## config.mk

```make
export PLATFORM = sky130hd
export DESIGN_NAME = core_rr_seq
export DESIGN_NICKNAME = d
export VERILOG_FILES = /design/src/rtl/core_rr_pkg.sv /design/src/rtl/core_rr_parity.sv /design/src/rtl/core_rr_timer.sv /design/src/rtl/core_rr_datapath.sv /design/src/rtl/core_rr_seq.sv
export SDC_FILE = /design/constraint.sdc
export NUM_CORES = 1
export LEC_CHECK = 0
export ABC_CLOCK_PERIOD_IN_PS = 1400
export BUFFER_PORTS_ARGS = -buffer_cell sky130_fd_sc_hd__buf_2
export CORE_MARGIN = 3
export CORE_UTILIZATION = 35
export CTS_CLUSTER_SIZE = 12
export DETAILED_ROUTE_END_ITERATION = 6
export GPL_ROUTABILITY_DRIVEN = 0
export MAX_ROUTING_LAYER = met4
export SLEW_MARGIN = 20
export SYNTH_ARGS = -nofsm -noshare
export SYNTH_HDL_FRONTEND = slang
export SYNTH_SLANG_ARGS = --single-unit
```

## constraint.sdc

```tcl
create_clock -name clk -period 1.4 [get_ports clk]
set_input_delay 0 -clock clk [delete_from_list [all_inputs] [get_ports clk]]
set_output_delay 0 -clock clk [all_outputs]
set_load 0.01 [all_outputs]
```

## src/rtl/core_rr_pkg.sv

```systemverilog
package core_rr_pkg;

    typedef enum logic [2:0] {
        ST_IDLE,
        ST_READ_DRIVE,
        ST_SENSE_STROBE,
        ST_WRITE_DRIVE,
        ST_DONE
    } phase_t;

endpackage

```

## src/rtl/core_rr_parity.sv

```systemverilog
// Odd-parity generator: odd_bit makes data plus odd_bit hold an odd count of ones.
module core_rr_parity #(
    parameter int W = 13
) (
    input  logic [W-1:0] data,
    output logic         odd_bit
);

    logic [W:0] chain;

    assign chain[0] = 1'b1;

    for (genvar i = 0; i < W; i++) begin : g_xor
        assign chain[i+1] = chain[i] ^ data[i];
    end

    assign odd_bit = chain[W];

endmodule

```

## src/rtl/core_rr_timer.sv

```systemverilog
// Down-counter that times one drive phase.
module core_rr_timer #(
    parameter int CNT_W = 4
) (
    input  logic             clk,
    input  logic             rst_n,
    input  logic             load,
    input  logic [CNT_W-1:0] load_val,
    output logic             expired
);

    logic [CNT_W-1:0] cnt_q;

    always_ff @(posedge clk) begin
        if (!rst_n) begin
            cnt_q <= '0;
        end else if (load) begin
            cnt_q <= load_val;
        end else if (cnt_q != '0) begin
            cnt_q <= cnt_q - 1'b1;
        end
    end

    assign expired = (cnt_q == '0);

endmodule

```

## src/rtl/core_rr_datapath.sv

```systemverilog
// Holds the accepted request, captures the sense word and forms the inhibit pattern.
module core_rr_datapath #(
    parameter int X_BITS = 7,
    parameter int Y_BITS = 6,
    parameter int DATA_W = 13,
    localparam int ADDR_W = X_BITS + Y_BITS,
    localparam int PLANES = DATA_W + 1
) (
    input  logic              clk,
    input  logic              rst_n,
    input  logic              accept,
    input  logic              req_write,
    input  logic [ADDR_W-1:0] req_addr,
    input  logic [DATA_W-1:0] req_wdata,
    input  logic              capture,
    input  logic              write_phase,
    input  logic [PLANES-1:0] sense_in,
    output logic [X_BITS-1:0] x_idx,
    output logic [Y_BITS-1:0] y_idx,
    output logic [PLANES-1:0] inhibit,
    output logic [DATA_W-1:0] rd_data,
    output logic              parity_bad,
    output logic              op_write
);

    logic [ADDR_W-1:0] addr_q;
    logic              wr_q;
    logic [PLANES-1:0] wword_q;
    logic [PLANES-1:0] sensed_q;
    logic [PLANES-1:0] store_word;
    logic              gen_bit;
    logic              even_count;

    core_rr_parity #(.W(DATA_W)) i_gen (
        .data    (req_wdata),
        .odd_bit (gen_bit)
    );

    // A correctly stored word has an odd count of ones, so this output is 1 on error.
    core_rr_parity #(.W(PLANES)) i_chk (
        .data    (sensed_q),
        .odd_bit (even_count)
    );

    always_ff @(posedge clk) begin
        if (!rst_n) begin
            addr_q   <= '0;
            wr_q     <= 1'b0;
            wword_q  <= '0;
            sensed_q <= '0;
        end else begin
            if (accept) begin
                addr_q  <= req_addr;
                wr_q    <= req_write;
                wword_q <= {gen_bit, req_wdata};
            end
            if (capture) begin
                sensed_q <= sense_in;
            end
        end
    end

    always_comb begin
        store_word = wr_q ? wword_q : sensed_q;
        inhibit    = write_phase ? ~store_word : '0;
        rd_data    = wr_q ? '0 : sensed_q[DATA_W-1:0];
        parity_bad = !wr_q && even_count;
    end

    assign x_idx    = addr_q[ADDR_W-1:Y_BITS];
    assign y_idx    = addr_q[Y_BITS-1:0];
    assign op_write = wr_q;

    // the inhibit pattern does not change during one write drive
    a_r6_inhibit_steady: assert property (@(posedge clk) disable iff (!rst_n)
        (write_phase && $past(write_phase)) |-> $stable(inhibit));

endmodule

```

## src/rtl/core_rr_seq.sv

```systemverilog
// Read-restore sequencer for one coincident-current core stack.
module core_rr_seq
    import core_rr_pkg::*;
#(
    parameter int X_BITS    = 7,
    parameter int Y_BITS    = 6,
    parameter int DATA_W    = 13,
    parameter int RD_CYCLES = 4,
    parameter int WR_CYCLES = 4,
    localparam int ADDR_W = X_BITS + Y_BITS,
    localparam int PLANES = DATA_W + 1,
    localparam int MAX_CYC = (RD_CYCLES > WR_CYCLES) ? RD_CYCLES : WR_CYCLES,
    localparam int CNT_W  = $clog2(MAX_CYC + 1)
) (
    input  logic              clk,
    input  logic              rst_n,
    input  logic              req_valid,
    input  logic              req_write,
    input  logic [ADDR_W-1:0] req_addr,
    input  logic [DATA_W-1:0] req_wdata,
    output logic              busy,
    output logic              done,
    output logic [DATA_W-1:0] rd_data,
    output logic              par_err,
    output logic [X_BITS-1:0] x_idx,
    output logic [Y_BITS-1:0] y_idx,
    output logic              drive_read,
    output logic              sense_strobe,
    output logic              drive_write,
    output logic [PLANES-1:0] inhibit,
    input  logic [PLANES-1:0] sense_in
);

    localparam logic [CNT_W-1:0] RD_LOAD = CNT_W'(RD_CYCLES - 1);
    localparam logic [CNT_W-1:0] WR_LOAD = CNT_W'(WR_CYCLES - 1);

    phase_t           state_q, state_d;
    logic             accept;
    logic             t_load;
    logic [CNT_W-1:0] t_val;
    logic             t_expired;
    logic             parity_bad;
    logic             op_write;

    assign accept = (state_q == ST_IDLE) && req_valid;
    assign t_load = accept || (state_q == ST_SENSE_STROBE);
    assign t_val  = accept ? RD_LOAD : WR_LOAD;

    core_rr_timer #(.CNT_W(CNT_W)) i_timer (
        .clk      (clk),
        .rst_n    (rst_n),
        .load     (t_load),
        .load_val (t_val),
        .expired  (t_expired)
    );

    core_rr_datapath #(
        .X_BITS (X_BITS),
        .Y_BITS (Y_BITS),
        .DATA_W (DATA_W)
    ) i_dp (
        .clk         (clk),
        .rst_n       (rst_n),
        .accept      (accept),
        .req_write   (req_write),
        .req_addr    (req_addr),
        .req_wdata   (req_wdata),
        .capture     (sense_strobe),
        .write_phase (drive_write),
        .sense_in    (sense_in),
        .x_idx       (x_idx),
        .y_idx       (y_idx),
        .inhibit     (inhibit),
        .rd_data     (rd_data),
        .parity_bad  (parity_bad),
        .op_write    (op_write)
    );

    // State register
    always_ff @(posedge clk) begin
        if (!rst_n) begin
            state_q <= ST_IDLE;
        end else begin
            state_q <= state_d;
        end
    end

    // Next state
    always_comb begin
        state_d = state_q;
        unique case (state_q)
            ST_IDLE:         if (req_valid) state_d = ST_READ_DRIVE;
            ST_READ_DRIVE:   if (t_expired) state_d = ST_SENSE_STROBE;
            ST_SENSE_STROBE: state_d = ST_WRITE_DRIVE;
            ST_WRITE_DRIVE:  if (t_expired) state_d = ST_DONE;
            ST_DONE:         state_d = ST_IDLE;
            default:         state_d = ST_IDLE;
        endcase
    end

    // Outputs
    always_comb begin
        busy         = 1'b0;
        done         = 1'b0;
        drive_read   = 1'b0;
        sense_strobe = 1'b0;
        drive_write  = 1'b0;
        par_err      = 1'b0;
        unique case (state_q)
            ST_IDLE:         ;
            ST_READ_DRIVE:   begin busy = 1'b1; drive_read   = 1'b1; end
            ST_SENSE_STROBE: begin busy = 1'b1; sense_strobe = 1'b1; end
            ST_WRITE_DRIVE:  begin busy = 1'b1; drive_write  = 1'b1; end
            ST_DONE:         begin busy = 1'b1; done = 1'b1; par_err = parity_bad; end
            default:         ;
        endcase
    end

    // the read pulse and the write pulse never overlap
    a_r3_drive_exclusive: assert property (@(posedge clk) disable iff (!rst_n)
        !(drive_read && drive_write));

    // the sense strobe is always followed by the write drive
    a_r3_strobe_then_write: assert property (@(posedge clk) disable iff (!rst_n)
        sense_strobe |=> drive_write);

    // done lasts one cycle
    a_r3_done_single: assert property (@(posedge clk) disable iff (!rst_n)
        done |=> !done);

    // done is reported inside the busy window
    a_r9_busy_covers_done: assert property (@(posedge clk) disable iff (!rst_n)
        done |-> busy);

    // the selected lines hold still during an access
    a_r2_lines_hold: assert property (@(posedge clk) disable iff (!rst_n)
        (busy && $past(busy)) |-> $stable({x_idx, y_idx}));

    // the parity flag appears only with done
    a_r8_perr_with_done: assert property (@(posedge clk) disable iff (!rst_n)
        par_err |-> done);

    // a write access returns no read data and no parity flag
    a_r7_write_clean: assert property (@(posedge clk) disable iff (!rst_n)
        (done && op_write) |-> (rd_data == '0 && !par_err));

endmodule

```

Word level (Yosys, flattened, before mapping) --
Cells that the tools add are included.
Word-level totals: register bits 48, input port bits 44, output and inout port bits 46, word-level logic and storage cells 70
Cells by class: add/subtract/negate cells 1, eq/ne operators 7, muxes and demuxes 15, bitwise logic cells 29, reduce and logical (&&, ||, !) cells 11
Operators with widths (number):
- 14-bit 2-to-1 mux | 2
- 1-bit bitwise XOR | 25
- 14-bit inverter | 1
- 13-bit 2-to-1 mux | 1
- 3-bit case mux with 4 select lines | 1
- 3-bit 2-to-1 mux | 3
- 3-bit by 2-bit == test with 1-bit output, second input constant | 2
- 3-bit logical NOT | 2
- 1-bit 2-to-1 mux | 6
- 2-bit 2-to-1 mux | 2
- 2-bit by 1-bit inequality test with 1-bit output, second input constant | 2
- 4-bit OR reduction | 1
- 3-bit by 1-bit == test with 1-bit output, second input constant | 1
- 3-bit == test, second input constant | 1
- 1-bit inverter | 3
- 3-bit AND reduction | 1
- 3-bit nonzero test | 1
- 3-bit by 1-bit subtractor with 3-bit output, second input constant | 1
- 1-bit logical AND | 2
- 2-bit inequality test, second input constant | 1
- 2-bit nonzero test | 1
- 2-bit OR reduction | 1
- 1-bit logical NOT | 1
- 1-bit logical OR | 1

Longest topological paths before layout --
Gate-level depths: netlist of run 1.
depth after elaboration 16, depth in mapped cells 7, depth with buffers taken out 6

Cells and area by module --
Synthesis of run 1 repeated with hierarchy kept, for this count alone.
Second synthesis, totals: cell total of the unflattened synthesis 237, area, all modules 2543.7 µm²
Modules (own cells, without submodules):
- core_rr_datapath | times used 1, cells an instance 169, area each 1848.0 µm², seq. area each 840.8 µm²
- core_rr_seq | times used 1, cells an instance 26, area each 231.5 µm², seq. area each 60.1 µm²
- core_rr_timer | times used 1, cells an instance 22, area each 205.2 µm², seq. area each 60.1 µm²
- core_rr_parity (i_dp.i_chk) | times used 1, cells an instance 11, area each 131.4 µm², seq. area each 0.0 µm²
- core_rr_parity (i_dp.i_gen) | times used 1, cells an instance 9, area each 127.6 µm², seq. area each 0.0 µm²

Worst setup path before layout of run 1 --
No wires, ideal clock.
path type flip-flop to output port, start point reg i_dp.sensed_q[5], end point out par_err, data arrival time 1.472 ns, data required time 1.400 ns, path slack -0.072 ns, stages on the path, launching flop included 5, path buffers 0, path through dfxtp_1 > xor2_1 > xnor3_1 > xnor3_1 > nor3b_2
Between the ends: word-level cells in the longest chain between the ends 11
Ends and longest elaborated chain:
- start: declaration | RTL line core_rr_datapath.sv:29 | logic [PLANES-1:0] sensed_q;
- start signal: assignment | RTL line core_rr_datapath.sv:58 | sensed_q <= sense_in;
- 1-bit bitwise XOR (9 in series) | RTL line core_rr_parity.sv:14 | assign chain[i+1] = chain[i] ^ data[i];
- 1-bit logical AND | RTL line core_rr_datapath.sv:67 | parity_bad = !wr_q && even_count;
- 1-bit 2-to-1 mux | RTL line core_rr_seq.sv:109 | unique case (state_q)
- end: declaration | RTL line core_rr_seq.sv:24 | output logic par_err,
No other way between the ends.

Worst setup path in the final report of run 1 --
start point reg i_dp.sensed_q[3], end point out par_err
Between the ends: word-level cells in the longest chain between the ends 13
Ends and longest elaborated chain (RTL line):
- 1-bit bitwise XOR (11 in series) | core_rr_parity.sv:14
- 1-bit logical AND | core_rr_datapath.sv:67
- 1-bit 2-to-1 mux | core_rr_seq.sv:109
No other way between the ends.

==> flow_summary.toml, run 1 <==
[cells_and_area]
seqCellArea_um2 = 973
stdcell_count = 491
layout.nets = 460
final_area_um2 = 3690
syn2layout_area_growth_pct = 58.8
multi_input_area_um2 = 1390
post-route-util_pct = 57.8
drive_above_1_share_pct = 35.3
nFillCells = 582
n_antenna_cell = 0

[run_status]
violations = "negative setup slack"
status = "finished, violations left"

[worst_setup_path]
cpPeakStageDelay_ns = 0.42
critical_path_class = "flip-flop to output port"
critical_path_buf_inv_count = 1
critPathArrivalTime_ns = 1.73
r2r_start = "state_q[2]"
reg2reg_slack_ns = 0.03
rr_worst_depth = 7
crit_path_frequent_cell = "xnor3_1"
cp_data_required_time_ns = 1.40
cp_slowest_cell = "xnor3_1"
cpLargestDelayFamily = "XOR/XNOR gates"
worstSetupEndpointType = "output port"
r2r-end = "i_dp.sensed_q[11]"
path_cells = "xor2_1 -> xnor3_1 -> xnor3_1 -> nor3b_2 -> buf_2"
cp-start-kind = "flip-flop"
crit_path_max_fanout = 2

[cts]
clock-sinks = 48
cts_tree = "built"
cts_buffer_depth = 2
insertion_delay_ns = 0.29
numCtsBuffers = 5
root_buffer = "clkbuf_8"
h-tree-depth = 2
path_clk_slew_ns = 0.09

[synthesis]
synthArstFlopShare_pct = 0
synth_warnings = 0
synth_mux_area_share_pct = 0
synth_top_area_share_pct = 41.3
synth_most_common_cell = "nand2_1"
synth_xor_area_share_pct = 12.0
yosys.area_share.simple_pct = 22.1
synthAdderAreaFrac_pct = 1.08
synth_seq_area_share_pct = 41.3
postSynthRegisterBits = 48
synth_largest_area_cell = "dfxtp_1"
synth_top_family_by_area = "simple AND/OR/NAND/NOR gates"
syn_area_um2 = 2320
synth.distinct_cells = 28
dominantRegCellSynth = "dfxtp_1"
syn-num-nets = 317
synth_common_cells = "nand2_1 (84), dfxtp_1 (48), a21boi_1 (43)"
synth_edf_count = 0
synth_compound_area_share_pct = 19.4
avgSynthCellArea_um2 = 8.58
netlist_instances = 271
synth.top_cells.by_area = "dfxtp_1 (41%), a21boi_1 (14%), nand2_1 (14%), xnor2_1 (5.7%), xnor3_1 (4.8%)"

[sta]
max_freq_ghz = 0.578
finClkSkew_ns = 0.00426
report.final.hold_viol_count = 0
setup-tns-final_ns = -0.350
relSlewSlack_pct = 77.3
period_needed_ns = 1.73
period_share_pct = 124
setup_ws_ns = -0.331
worstMarginPinSlew_ns = 0.341
timing.final.max_slew_violations = 0
rsz0062_at_grt = "true"
setup-violations-final = 2

[worst_hold_path]
hp-start = "rst_n"
worst_hold_path.num_cells = 2
min_to = "i_dp.sensed_q[3]"
hold_class = "input port to flip-flop"

[place]
placed_area_um2 = 2970
portBuffers = 89
post-place-ws_ns = -0.0514
hpwl_um = 4540
dp_cells = 436

[power]
ir_drop_uv = 676
power_density_nw_per_um2 = 1270
p_leak_nw = 1.70

[global_routing]
antenna_found_initial = 0
grt_pass1_vias = 2339
grt_pass1_wl_um = 11000
track_usage_pct = 19.1
grt_overflow = 0
grt_max_degree = 28

[routing]
wl_per_cell_um = 14.1
routed_via_density = 4.71
vias = 2314
ant_nets = 0
first_iter_violations = 94
wirelength_um = 6940
first_pass_iters = 4
drc = 0

[die]
core_um2 = 6390
die_area_um2 = 7660
die_h_um = 87.5
rows = 29
io-pin-count = 90
die_w_um = 87.5
initial_core_util_pct = 36.4

[run]
cap_violations = 0
==> metal layers <==
layer | global-route usage (%) | vias up | wire length (um)
met5 | - | - | 0
met4 | 4.88 | 0 | 97
met3 | 3.88 | 6 | 400
met2 | 33.9 | 72 | 3420
met1 | 21.7 | 1062 | 3020
li1 | - | 1174 | -
==> logic make-up after synthesis <==
group / Yosys count
flops: 48
fa+ha+maj: 2
compound gates: 61
xor+xnor: 24
buf+inv: 22
simple gates: 114
==> timing repair <==
item                                   4_1_cts  5_1_grt
buffers inserted                             4        3
setup endpoints to repair                   16       30
gates resized for setup                     28       11
gates cloned                                 1        0
hold buffers                                42        0
pin swaps                                   14        3
endpoints found under the hold margin       42        0
==> cells in the final DEF (no fill, tap or decap), types with 3 or more instances in the layout <==
cell type	count
buf_4	13
xnor2_1	13
nor2b_1	14
nand2_1	84
xor2_1	4
a21boi_1	43
nor2_1	4
buf_2	88
xnor3_1	5
buf_6	5
dfxtp_1	42
dlygate4sd3_1	42
a211oi_2	11
clkbuf_8	5
buf_12	6
a211oi_4	3
dfxtp_2	4
==> registers in the layout (all words and copies together), names as in the netlist <==
name,cells
i_dp.sensed_q,14
i_dp.wword_q,14
i_dp.addr_q,13
i_timer.cnt_q,3
state_q,3
i_dp.op_write,1
==> worst reg2reg max path: cells and delay by family (launching register included) <==
family / cells / cell delay, ns
and+or+nand+nor: 2 / 0.46
DFF: 1 / 0.33
AOI/OAI and AO/OA: 1 / 0.11
buffers and inverters: 4 / 0.42
==> worst max path at each step <==
| stage | startpoint | depth (start not counted) | endpoint |
|---|---|---|---|
| 3_3_place_gp | i_dp.sensed_q[5] | 5 | par_err |
| 6_report | i_dp.sensed_q[3] | 5 | par_err |
| 2_1_floorplan | state_q[1] | 7 | i_dp.sensed_q[10] |
| 4_1_cts | i_dp.sensed_q[5] | 5 | par_err |
| 3_5_place_dp | i_dp.sensed_q[5] | 5 | par_err |
| 5_1_grt | i_dp.sensed_q[5] | 5 | par_err |
==> power breakdown <==
part	internal [mW]	switching (mW)	total [mW]
registers	1.61	0.184	1.79
logic	1.09	1.01	2.10
clock network	0.341	0.447	0.788
total	3.04	1.64	4.68
==> per-stage QoR <==
step / total power, mW / hold slack (ns)
global placement: 3.56 / 0.239
finish: 4.68 / 0.126
floorplan: 2.94 / 0.135
global route: 4.99 / 0.132
detailed placement: 3.60 / 0.245
CTS: 4.63 / 0.118
==> layout make-up <==
| cell class | instances | share of cell area, % |
|---|---|---|
| clock buffers | 6 | 1.97 |
| repair buffers | 154 | 30.7 |
| multi-input cells | 201 | 37.7 |
| flip-flops and latches | 48 | 26.4 |
| inverters | 4 | 0.474 |
| clock inverters | 1 | 0.136 |
| well taps | 77 | 2.61 |
No activity file was read; power rests on OpenSTA's default activity.
==> inputs of run 2 (changes only) <==
SKIP_CTS_REPAIR_TIMING = 1   (was default)
==> flow_summary.toml, run 2 (synthesis results as in run 1) <==
[die]
initial_core_util_pct = 36.4
io-pin-count = 90
die_w_um = 87.5
rows = 29
core_um2 = 6390
die_h_um = 87.5
die_area_um2 = 7660

[sta]
setup_ws_ns = -0.336
period_share_pct = 124
worstMarginPinSlew_ns = 0.369
timing.final.max_slew_violations = 0
report.final.hold_viol_count = 1
holdWs_ns = -0.0264
period_needed_ns = 1.74
relSlewSlack_pct = 75.4
finClkSkew_ns = 0.00685
max_freq_ghz = 0.576
setup-violations-final = 3
rsz0062_at_grt = "true"

[worst_setup_path]
critPathArrivalTime_ns = 1.74
r2r-end = "i_timer.cnt_q[2]"
crit_path_max_fanout = 2
r2r_start = "state_q[1]"
cp-start-kind = "flip-flop"
worstSetupEndpointType = "output port"
reg2reg_slack_ns = 0.09
cp_data_required_time_ns = 1.40
rr_worst_depth = 4
setup.worst_path.start = "i_dp.sensed_q[3]"
critical_path_class = "flip-flop to output port"
crit_end = "par_err"

[global_routing]
grt_pass1_wl_um = 9470
track_usage_pct = 16.3
antenna_found_initial = 0
grt_max_degree = 28
grt_pass1_vias = 2044
grt_overflow = 0

[cts]
numCtsBuffers = 5
clock-sinks = 48
insertion_delay_ns = 0.30
path_clk_slew_ns = 0.09
cts_buffer_depth = 2
root_buffer = "clkbuf_8"
cts_tree = "built"
h-tree-depth = 2

[run_status]
status = "finished, violations left"
violations = "negative hold slack, negative setup slack"

[routing]
drc = 0
first_pass_iters = 4
first_iter_violations = 73
vias = 2282
ant_nets = 0
wirelength_um = 6780
routed_via_density = 4.70
wl_per_cell_um = 14.0

[run]
cap_violations = 0

[cells_and_area]
layout_common_cells = "buf_2 (88), nand2_1 (84), a21boi_1 (43), dfxtp_1 (43), dlygate4sd3_1 (41)"
stdcell_count = 486
syn2layout_area_growth_pct = 55.5
largest_registers = "i_dp.sensed_q x14, i_dp.wword_q x14, i_dp.addr_q x13"
drive_above_1_share_pct = 34.5
layout_commonest_cell = "buf_2"
layout.nets = 455
n_antenna_cell = 0
post-route-util_pct = 56.6

[place]
dp_cells = 436
post-place-ws_ns = -0.0514
portBuffers = 89
hpwl_um = 4540

[power]
ir_drop_uv = 672
power_mw = 4.61
power_density_nw_per_um2 = 1280
p_leak_nw = 1.65

[worst_hold_path]
worst_hold_path.num_cells = 3
hold_class = "input port to flip-flop"
run 2: metal layers:
metal | global-route usage [%] | up-vias | wire [um]
met5 | - | - | 0
li1 | - | 1164 | -
met4 | 4.74 | 0 | 145
met1 | 19.4 | 1028 | 3020
met3 | 4.64 | 8 | 406
met2 | 26.8 | 82 | 3210
run 2: report_power, final:
part	switching [mW]	leakage, nW	internal (mW)
Combinational	0.995	1.22	1.05
Sequential	0.176	0.395	1.61
Clock	0.448	0.0410	0.341
Total	1.62	1.65	3.00
run 2: cell type report:
type	instances	area, um^2
sequential	48	970
multi-input combinational	201	1380
timing repair buffer	149	1070
clock buffer	6	72.6
inverter	4	17.5
tap	77	96.3
fill	588	2770
clock inverter	1	5.00
run 2: critical path, cell delays in order, from the launching register on:
cell and delay, ns:
dfxtp_2 0.34, xor2_1 0.14, xnor3_1 0.41, xnor3_1 0.20, nor3b_2 0.19, buf_2 0.16
run 2: stage by stage:
step	setup TNS (ns)	cell area [um^2]
4_1_cts	-1.51	3050
5_1_grt	-1.07	3620
3_3_place_gp	-0.0323	2970
6_report	-0.344	3620
2_1_floorplan	0	2320
3_5_place_dp	-0.0514	2970
run 2: worst min path at each step:
stage	from	endpoint	slack (ns)
final	req_valid	state_q[0]	-0.03
after CTS	req_addr[5]	i_dp.addr_q[5]	-0.08
after detailed placement	req_addr[0]	i_dp.addr_q[0]	0.24
after global routing	req_valid	state_q[0]	0.01
after global placement	req_addr[1]	i_dp.addr_q[1]	0.24
after floorplan	req_wdata[0]	i_dp.wword_q[0]	0.13
==> inputs of run 3 (changes only) <==
CTS_BUF_LIST = sky130_fd_sc_hd__clkbuf_4   (was default)
==> flow_summary.toml, run 3 (synthesis results as in run 1) <==
[run_status]
status = "finished, violations left"
violations = "negative setup slack"

[worst_setup_path]
reg2reg_slack_ns = 0.07
cp_data_required_time_ns = 1.40
cpPeakStageDelay_ns = 0.41
path_cells = "xor2_1 -> xnor3_1 -> xnor3_1 -> nor3b_2 -> buf_2"
crit_path_max_fanout = 2
cpLargestDelayFamily = "XOR/XNOR gates"
worstSetupEndpointType = "output port"
critical_path_class = "flip-flop to output port"
critPathArrivalTime_ns = 1.82
cp-start-kind = "flip-flop"
cp_slowest_cell = "xnor3_1"
critical_path_buf_inv_count = 1
crit_path_frequent_cell = "xnor3_1"

[cts]
path_clk_slew_ns = 0.14
cts_buffer_depth = 2
cts_tree = "built"
h-tree-depth = 2
numCtsBuffers = 5
insertion_delay_ns = 0.36
clock-sinks = 48
root_buffer = "clkbuf_4"

[sta]
max_freq_ghz = 0.550
timing.final.max_slew_violations = 0
finClkSkew_ns = 0.0115
setup_ws_ns = -0.420
period_share_pct = 130
report.final.hold_viol_count = 0
rsz0062_at_grt = "true"
setup-violations-final = 16
worstMarginPinSlew_ns = 0.328
setup-tns-final_ns = -1.32
relSlewSlack_pct = 78.1
period_needed_ns = 1.82

[cells_and_area]
n_antenna_cell = 0
largest_registers = "i_dp.sensed_q x14, i_dp.wword_q x14, i_dp.addr_q x13"
seqCellArea_um2 = 972
drive_above_1_share_pct = 35.0
layout_common_cells = "buf_2 (88), nand2_1 (83), a21boi_1 (43), dfxtp_1 (43), dlygate4sd3_1 (42)"
layout.nets = 458
layout_commonest_cell = "buf_2"
post-route-util_pct = 56.6
nFillCells = 583
multi_input_area_um2 = 1370
syn2layout_area_growth_pct = 55.4

[die]
io-pin-count = 90
initial_core_util_pct = 36.4
die_w_um = 87.5
die_h_um = 87.5
rows = 29
die_area_um2 = 7660
core_um2 = 6390

[routing]
ant_nets = 0
drc = 0
routed_via_density = 4.65
wl_per_cell_um = 13.7
wirelength_um = 6690
vias = 2273
first_iter_violations = 59
first_pass_iters = 4

[global_routing]
grt_max_degree = 28
antenna_found_initial = 0
grt_pass1_wl_um = 9510
grt_pass1_vias = 2054
track_usage_pct = 16.3
grt_overflow = 0

[power]
power_density_nw_per_um2 = 1250
p_leak_nw = 1.66
ir_drop_uv = 634
power_mw = 4.51

[place]
hpwl_um = 4540
portBuffers = 89

[worst_hold_path]
hold_class = "input port to flip-flop"

[run]
cap_violations = 0
-- run 3: changes by cell type in the layout (fill, tap and decap cells not counted), moves of 2 or more --
cell      previous run  this run
a211oi_1             0         5
a211oi_2            11         7
buf_6                2         4
clkbuf_4             0         6
clkbuf_8             5         0
nor2b_1             14        10
nor2b_2              1         5
-- run 3: where the power goes --
group          leakage, nW  internal [mW]  switching (mW)  total [mW]
sequential           0.395           1.61           0.172        1.78
clock               0.0315          0.206           0.440       0.646
combinational         1.23           1.09            1.00        2.09
total                 1.66           2.90            1.61        4.51
-- run 3: worst paths after layout --
path / to / cells past startpoint / startpoint
max: par_err / 5 / i_dp.sensed_q[3]
min: i_dp.sensed_q[3] / 2 / rst_n
max reg2reg: i_dp.sensed_q[5] / 6 / state_q[1]
min reg2reg: i_dp.addr_q[1] / 2 / i_dp.addr_q[1]
-- run 3: layout make-up --
class                      instances  share of cell area, %
multi-input combinational        201                   38.0
timing repair buffer             152                   30.6
sequential                        48                   26.9
tap                               77                   2.67
clock buffer                       6                   1.25
inverter                           4                  0.485
clock inverter                     1                  0.139
-- run 3: routing by layer --
| metal | GRT usage, % | wire [um] | vias up |
|---|---|---|---|
| met4 | 5.30 | 68 | 0 |
| met2 | 26.4 | 3230 | 71 |
| met1 | 19.6 | 3030 | 1021 |
| li1 | - | - | 1176 |
| met3 | 4.35 | 361 | 5 |
| met5 | - | 0 | - |
-- run 3: stage by stage --
step           worst slack (ns)  std cells  area [um^2]  hold WS (ns)
2_1_floorplan            0.0181        271         2320         0.135
3_3_place_gp            -0.0323        436         2970         0.239
3_5_place_dp            -0.0514        436         2970         0.245
4_1_cts                  -0.469        443         3020        -0.159
5_1_grt                  -0.508        489         3610        0.0436
6_report                 -0.420        489         3610        0.0418
